$ cat config.mk
export PLATFORM = sky130hd
export DESIGN_NAME = remote_line_ctrl
export DESIGN_NICKNAME = d
export VERILOG_FILES = /design/src/rtl/rlc_pkg.sv /design/src/rtl/rlc_ctrl.sv /design/src/rtl/rlc_datapath.sv /design/src/rtl/remote_line_ctrl.sv
export SDC_FILE = /design/constraint.sdc
export NUM_CORES = 1
export LEC_CHECK = 0
export BUFFER_PORTS_ARGS = -buffer_cell sky130_fd_sc_hd__buf_2
export CAP_MARGIN = 20
export CORE_ASPECT_RATIO = 0.9
export CORE_MARGIN = 1.5
export CORE_UTILIZATION = 43
export CTS_BUF_LIST = sky130_fd_sc_hd__clkbuf_8
export DETAILED_ROUTE_END_ITERATION = 12
export HOLD_SLACK_MARGIN = 0.12
export PLACE_DENSITY = 0.77
export SLEW_MARGIN = 5
export SYNTH_ARGS = -nofsm -noshare
export SYNTH_HDL_FRONTEND = slang
export SYNTH_SLANG_ARGS = --single-unit
$ cat constraint.sdc
create_clock -name clk -period 1.6 [get_ports clk]
set_input_delay 0.48 -clock clk [delete_from_list [all_inputs] [get_ports clk]]
set_output_delay 0.48 -clock clk [all_outputs]
set_load 0.02 [all_outputs]
$ cat src/rtl/rlc_pkg.sv
package rlc_pkg;
  localparam int KIND_W = 2;

  typedef enum logic [KIND_W-1:0] {
    IN_GRANT = 2'd0, IN_INV = 2'd1, IN_ACK = 2'd2, IN_NACK = 2'd3
  } inKind_e;

  typedef enum logic [KIND_W-1:0] {
    OUT_REQ = 2'd0, OUT_RELEASE = 2'd1, OUT_INVDONE = 2'd2, OUT_NACK = 2'd3
  } outKind_e;

  typedef enum logic [1:0] {
    ST_INVALID = 2'd0, ST_EXCL = 2'd1, ST_WAIT_GRANT = 2'd2, ST_WAIT_REL = 2'd3
  } lineState_e;

  typedef struct packed {
    logic     send;
    outKind_e kind;
    logic     attachLine;
    logic     clearSlot;
    logic     acceptHome;
    logic     loadLine;
    logic     grant;
  } strobes_t;
endpackage

$ cat src/rtl/rlc_ctrl.sv
module rlc_ctrl
  import rlc_pkg::*;
(
  input  logic                clk,
  input  logic                rst,
  input  logic                cpuAccess,
  input  logic                cpuEvict,
  input  logic                homeInValid,
  input  logic [KIND_W-1:0]   homeInKind,
  input  logic                slotFull,
  output strobes_t            stb,
  output logic                lineValid
);
  lineState_e state, stateNext;

  wire inGrant = homeInValid && (homeInKind == IN_GRANT);
  wire inAck   = homeInValid && (homeInKind == IN_ACK);
  wire inNack  = homeInValid && (homeInKind == IN_NACK);

  always_comb begin
    stb = '0;
    stb.kind = OUT_REQ;
    stateNext = state;
    unique case (state)
      ST_INVALID: begin
        if (cpuAccess) begin
          stb.send = 1'b1;
          stb.kind = OUT_REQ;
          stb.clearSlot = slotFull;
          stateNext = ST_WAIT_GRANT;
        end else if (slotFull) begin
          stb.send = 1'b1;
          stb.kind = OUT_NACK;
          stb.clearSlot = 1'b1;
        end else begin
          stb.acceptHome = 1'b1;
        end
      end
      ST_EXCL: begin
        if (cpuEvict) begin
          stb.send = 1'b1;
          stb.kind = OUT_RELEASE;
          stb.attachLine = 1'b1;
          stb.clearSlot = slotFull;
          stateNext = ST_WAIT_REL;
        end else if (slotFull) begin
          stb.send = 1'b1;
          stb.kind = OUT_INVDONE;
          stb.attachLine = 1'b1;
          stb.clearSlot = 1'b1;
          stateNext = ST_INVALID;
        end else begin
          stb.acceptHome = 1'b1;
          stb.grant = cpuAccess;
        end
      end
      ST_WAIT_GRANT: begin
        if (inGrant) begin
          stb.loadLine = 1'b1;
          stb.grant = 1'b1;
          stateNext = ST_EXCL;
        end else if (inNack) begin
          stb.send = 1'b1;
          stb.kind = OUT_REQ;
        end
      end
      ST_WAIT_REL: begin
        if (inAck) begin
          stateNext = ST_INVALID;
        end else if (inNack) begin
          stb.send = 1'b1;
          stb.kind = OUT_RELEASE;
          stb.attachLine = 1'b1;
        end
      end
      default: stateNext = ST_INVALID;
    endcase
  end

  always_ff @(posedge clk) begin
    if (rst) state <= ST_INVALID;
    else     state <= stateNext;
  end

  assign lineValid = (state == ST_EXCL);
endmodule

$ cat src/rtl/rlc_datapath.sv
module rlc_datapath
  import rlc_pkg::*;
#(
  parameter int DATA_W = 32
) (
  input  logic                clk,
  input  logic                rst,
  input  strobes_t            stb,
  input  logic                homeInValid,
  input  logic [KIND_W-1:0]   homeInKind,
  input  logic [DATA_W-1:0]   homeInData,
  output logic                slotFull,
  output logic                cpuGrant,
  output logic [DATA_W-1:0]   cpuData,
  output logic                homeOutValid,
  output logic [KIND_W-1:0]   homeOutKind,
  output logic [DATA_W-1:0]   homeOutData
);
  logic [DATA_W-1:0] lineData;
  wire inInv = homeInValid && (homeInKind == IN_INV);

  always_ff @(posedge clk) begin
    if (rst) begin
      slotFull     <= 1'b0;
      lineData     <= '0;
      cpuGrant     <= 1'b0;
      homeOutValid <= 1'b0;
      homeOutKind  <= '0;
      homeOutData  <= '0;
    end else begin
      homeOutValid <= stb.send;
      homeOutKind  <= stb.send ? stb.kind : '0;
      homeOutData  <= (stb.send && stb.attachLine) ? lineData : '0;
      cpuGrant     <= stb.grant;
      if (stb.loadLine) lineData <= homeInData;
      if (stb.clearSlot) slotFull <= 1'b0;
      else if (stb.acceptHome && inInv && !slotFull) slotFull <= 1'b1;
    end
  end

  assign cpuData = lineData;
endmodule

$ cat src/rtl/remote_line_ctrl.sv
module remote_line_ctrl
  import rlc_pkg::*;
#(
  parameter int DATA_W = 32
) (
  input  logic              clk,
  input  logic              rst,
  input  logic              cpuAccess,
  input  logic              cpuEvict,
  output logic              cpuGrant,
  output logic [DATA_W-1:0] cpuData,
  output logic              lineValid,
  input  logic              homeInValid,
  input  logic [1:0]        homeInKind,
  input  logic [DATA_W-1:0] homeInData,
  output logic              homeOutValid,
  output logic [1:0]        homeOutKind,
  output logic [DATA_W-1:0] homeOutData
);
  strobes_t stb;
  logic     slotFull;

  rlc_ctrl u_ctrl (
    .clk(clk), .rst(rst), .cpuAccess(cpuAccess), .cpuEvict(cpuEvict),
    .homeInValid(homeInValid), .homeInKind(homeInKind), .slotFull(slotFull),
    .stb(stb), .lineValid(lineValid)
  );

  rlc_datapath #(.DATA_W(DATA_W)) u_dp (
    .clk(clk), .rst(rst), .stb(stb), .homeInValid(homeInValid),
    .homeInKind(homeInKind), .homeInData(homeInData), .slotFull(slotFull),
    .cpuGrant(cpuGrant), .cpuData(cpuData), .homeOutValid(homeOutValid),
    .homeOutKind(homeOutKind), .homeOutData(homeOutData)
  );
endmodule

==> run metrics <==
outcome=finished with violations; failing checks=negative setup slack; sequential fraction of design power=about 43%; overall power=0.00441 W; hold crit path type=primary input to flop; Total Wirelength=5910 um; drt first pass iters=4; Worst Tran Pin Value=412 ps; vias in the first global route=1925; RSZ-0062 raised after global routing=true; Arr. time, crit path=1130 ps; H-tree depth=3; Std-Cell Rows=25; Die Ht=~74 um; area of the multi-input gates=921 sq um; core area=5320 sq um; kind of critical path=flop to primary output; cell-internal power=0.00322 W; TritonCTS clock tree=built; largest net degree at the start of global routing=39; Synth async-reset ratio=0%; diode count=0; PD cells=1300 nW/um^2; fmax=around 620 MHz; Worst-Skew Late Latency=about 340 ps; yosys warns=0; Vias per Instance=4.84; Worst EP required=roughly 1100 ps; # fillers=between 400 and 500; final net count=415; initial antenna violation count=0; post-route setup slack=-5.23 ps; Leak=1.58 nW; pre-CTS setup slack=-8.99 ps; Clk pwr share=39.0%; Final Cycle Share=100%; Yosys reg bits=71; layout cell share with drive strength beyond 1=a little over two fifths; DIE AREA=6040 sq um; count of cell types in the netlist=32; IO Count=108; MaxCap Viol Count=0; first-pass GRT wire length=8350 um; Vias=2150; proportion of synthesized chip area in sequential cells=59.3%; Synth Area per Inst=9.48 sq um; final setup fails=1; Slew Viols, Final=0; post-route antenna net violation count=0; placer congestion estimate=0.749; syn nets=slightly below 300; Clock Sinks=71; clock slew at reported path FFs=80 ps; DP Area=approximately 3000 sq um; initial core utilization=45.1%; final hold vios=0; cts bufs inserted=9; DR iter-0 viols=between 80 and 90; Post-DP HPWL=approximately 3800 um; crit-path max FO=6; Wirelength per Cell=~13 um; Syn-to-layout area delta=40.8%; I/O Buffers=107; Finished Core Util=63.5%; startpoint types=flop; number of flops mapped to enable cells by yosys=0; Primary FF master, synth=dfxtp_1; Root Buffer=clkbuf_8; Setup crit end kind=primary output; cell area after synthesis=2400 sq um; hold_buf cts=0; Die X=81.7 um; Sequential Area=roughly 1400 sq um; slew margin rel.=about 72%; GRT Residual Overflow=0; most frequent cells in the layout=buf_2 (106), dfxtp_1 (69), nand2_1 (66); Setup Skew=around 8 ps; commonest non-fill, non-tap cell in the layout=buf_2; P_sw=around 0.0012 W; Switching Share=26.8%; Tot GR Track Use=18.8%; design area=3380 sq um; combinational group share of total power=between 10% and 20%; worst vdd ir=1.12 mV; instance count of the mapped netlist=between 200 and 300; Max Root-Sink Buffers=2; crit path time final=1610 ps; final routed DRC violation total=0
==> registers in the layout, summed over array words and instances, names as in the netlist <==
name	flops
u_dp.homeOutKind	2
u_dp.cpuGrant	1
u_dp.homeOutValid	1
u_ctrl.state	2
u_dp.cpuData	32
u_dp.homeOutData	32
u_dp.slotFull	1
==> metal layers <==
layer	track usage (%)	vias to the layer above	part of all wire, %
met2	32.8	98	49
met4	7.34	0	1.1
li1	-	1062	-
met1	19.3	982	40
met3	9.07	8	9.5
met5	0	-	0
==> cells in the mapped netlist (2+ instances only) <==
| cell | count | area [sq um] |
|---|---|---|
| ha_1 | 4 | 50.1 |
| buf_6 | 3 | 33.8 |
| inv_1 | 5 | 18.8 |
| nand2_1 | 66 | 248 |
| a31oi_1 | 3 | 18.8 |
| clkbuf_1 | 3 | 11.3 |
| a21oi_1 | 36 | 180 |
| clkbuf_2 | 3 | 15.0 |
| dfxtp_1 | 71 | 1420 |
| nand4_1 | 2 | 12.5 |
| and2_1 | 32 | 200 |
| buf_2 | 4 | 20.0 |
| a21oi_2 | 2 | 17.5 |
==> power by group through the flow <==
stage,registers (W),clock network [W],logic (W)
floorplan,0.00200,0,0.000363
global placement,0.00193,0,0.000630
detailed placement,0.00194,0,0.000642
CTS,0.00189,0.00175,0.000696
global route,0.00191,0.00183,0.000850
finish,0.00190,0.00172,0.000790
==> worst paths after layout <==
path / cells after the start / slack [ps] / startpoint / endpoint
max: 3 / -5 / u_ctrl.state[1]$_SDFFE_PP0P_ / lineValid
min: 3 / 360 / homeInData[8] / u_dp.cpuData[8]$_SDFFE_PP0P_
max reg2reg: 7 / 20 / u_ctrl.state[0]$_SDFFE_PP0P_ / u_dp.homeOutData[3]$_SDFF_PP0_
min reg2reg: 2 / 460 / u_dp.cpuData[1]$_SDFFE_PP0P_ / u_dp.cpuData[1]$_SDFFE_PP0P_
==> final cells by class <==
class | instances | area share [%]
clock buffer | 9 | 3.67
tap | 67 | 2.48
timing repair buffer | 122 | 20.2
multi-input combinational | 163 | 27.3
inverter | 5 | 0.630
sequential | 71 | 42.2
clock inverter | 7 | 3.56
==> logic make-up after synthesis <==
family,after synthesis,share of synthesized area (%)
compound gates,48,11.4
fa+ha+maj,4,2.09
buf+inv,19,4.43
flops,71,59.3
mux,1,0.417
simple gates,110,22.4
==> timing repair <==
action,4_1_cts,5_1_grt
cloned,0,3
pin swaps,0,5
setup endpoints to repair,3,35
buffers inserted,1,2
resized for setup,7,20
==> worst max-delay path, cell delays in order (launching register included) <==
cell and delay (ps):
dfxtp_2 320, inv_1 120, ha_4 190, buf_4 150
==> metrics by stage <==
step           setup TNS [ps]  hold WS (ps)  instances
2_1_floorplan               0           484        253
3_3_place_gp                0           451        422
3_5_place_dp            -8.99           454        422
4_1_cts                 -12.4           345        439
5_1_grt                  -978           355        444
6_report                -5.23           363        444
Note: power is estimated with default switching activity, not from simulation.
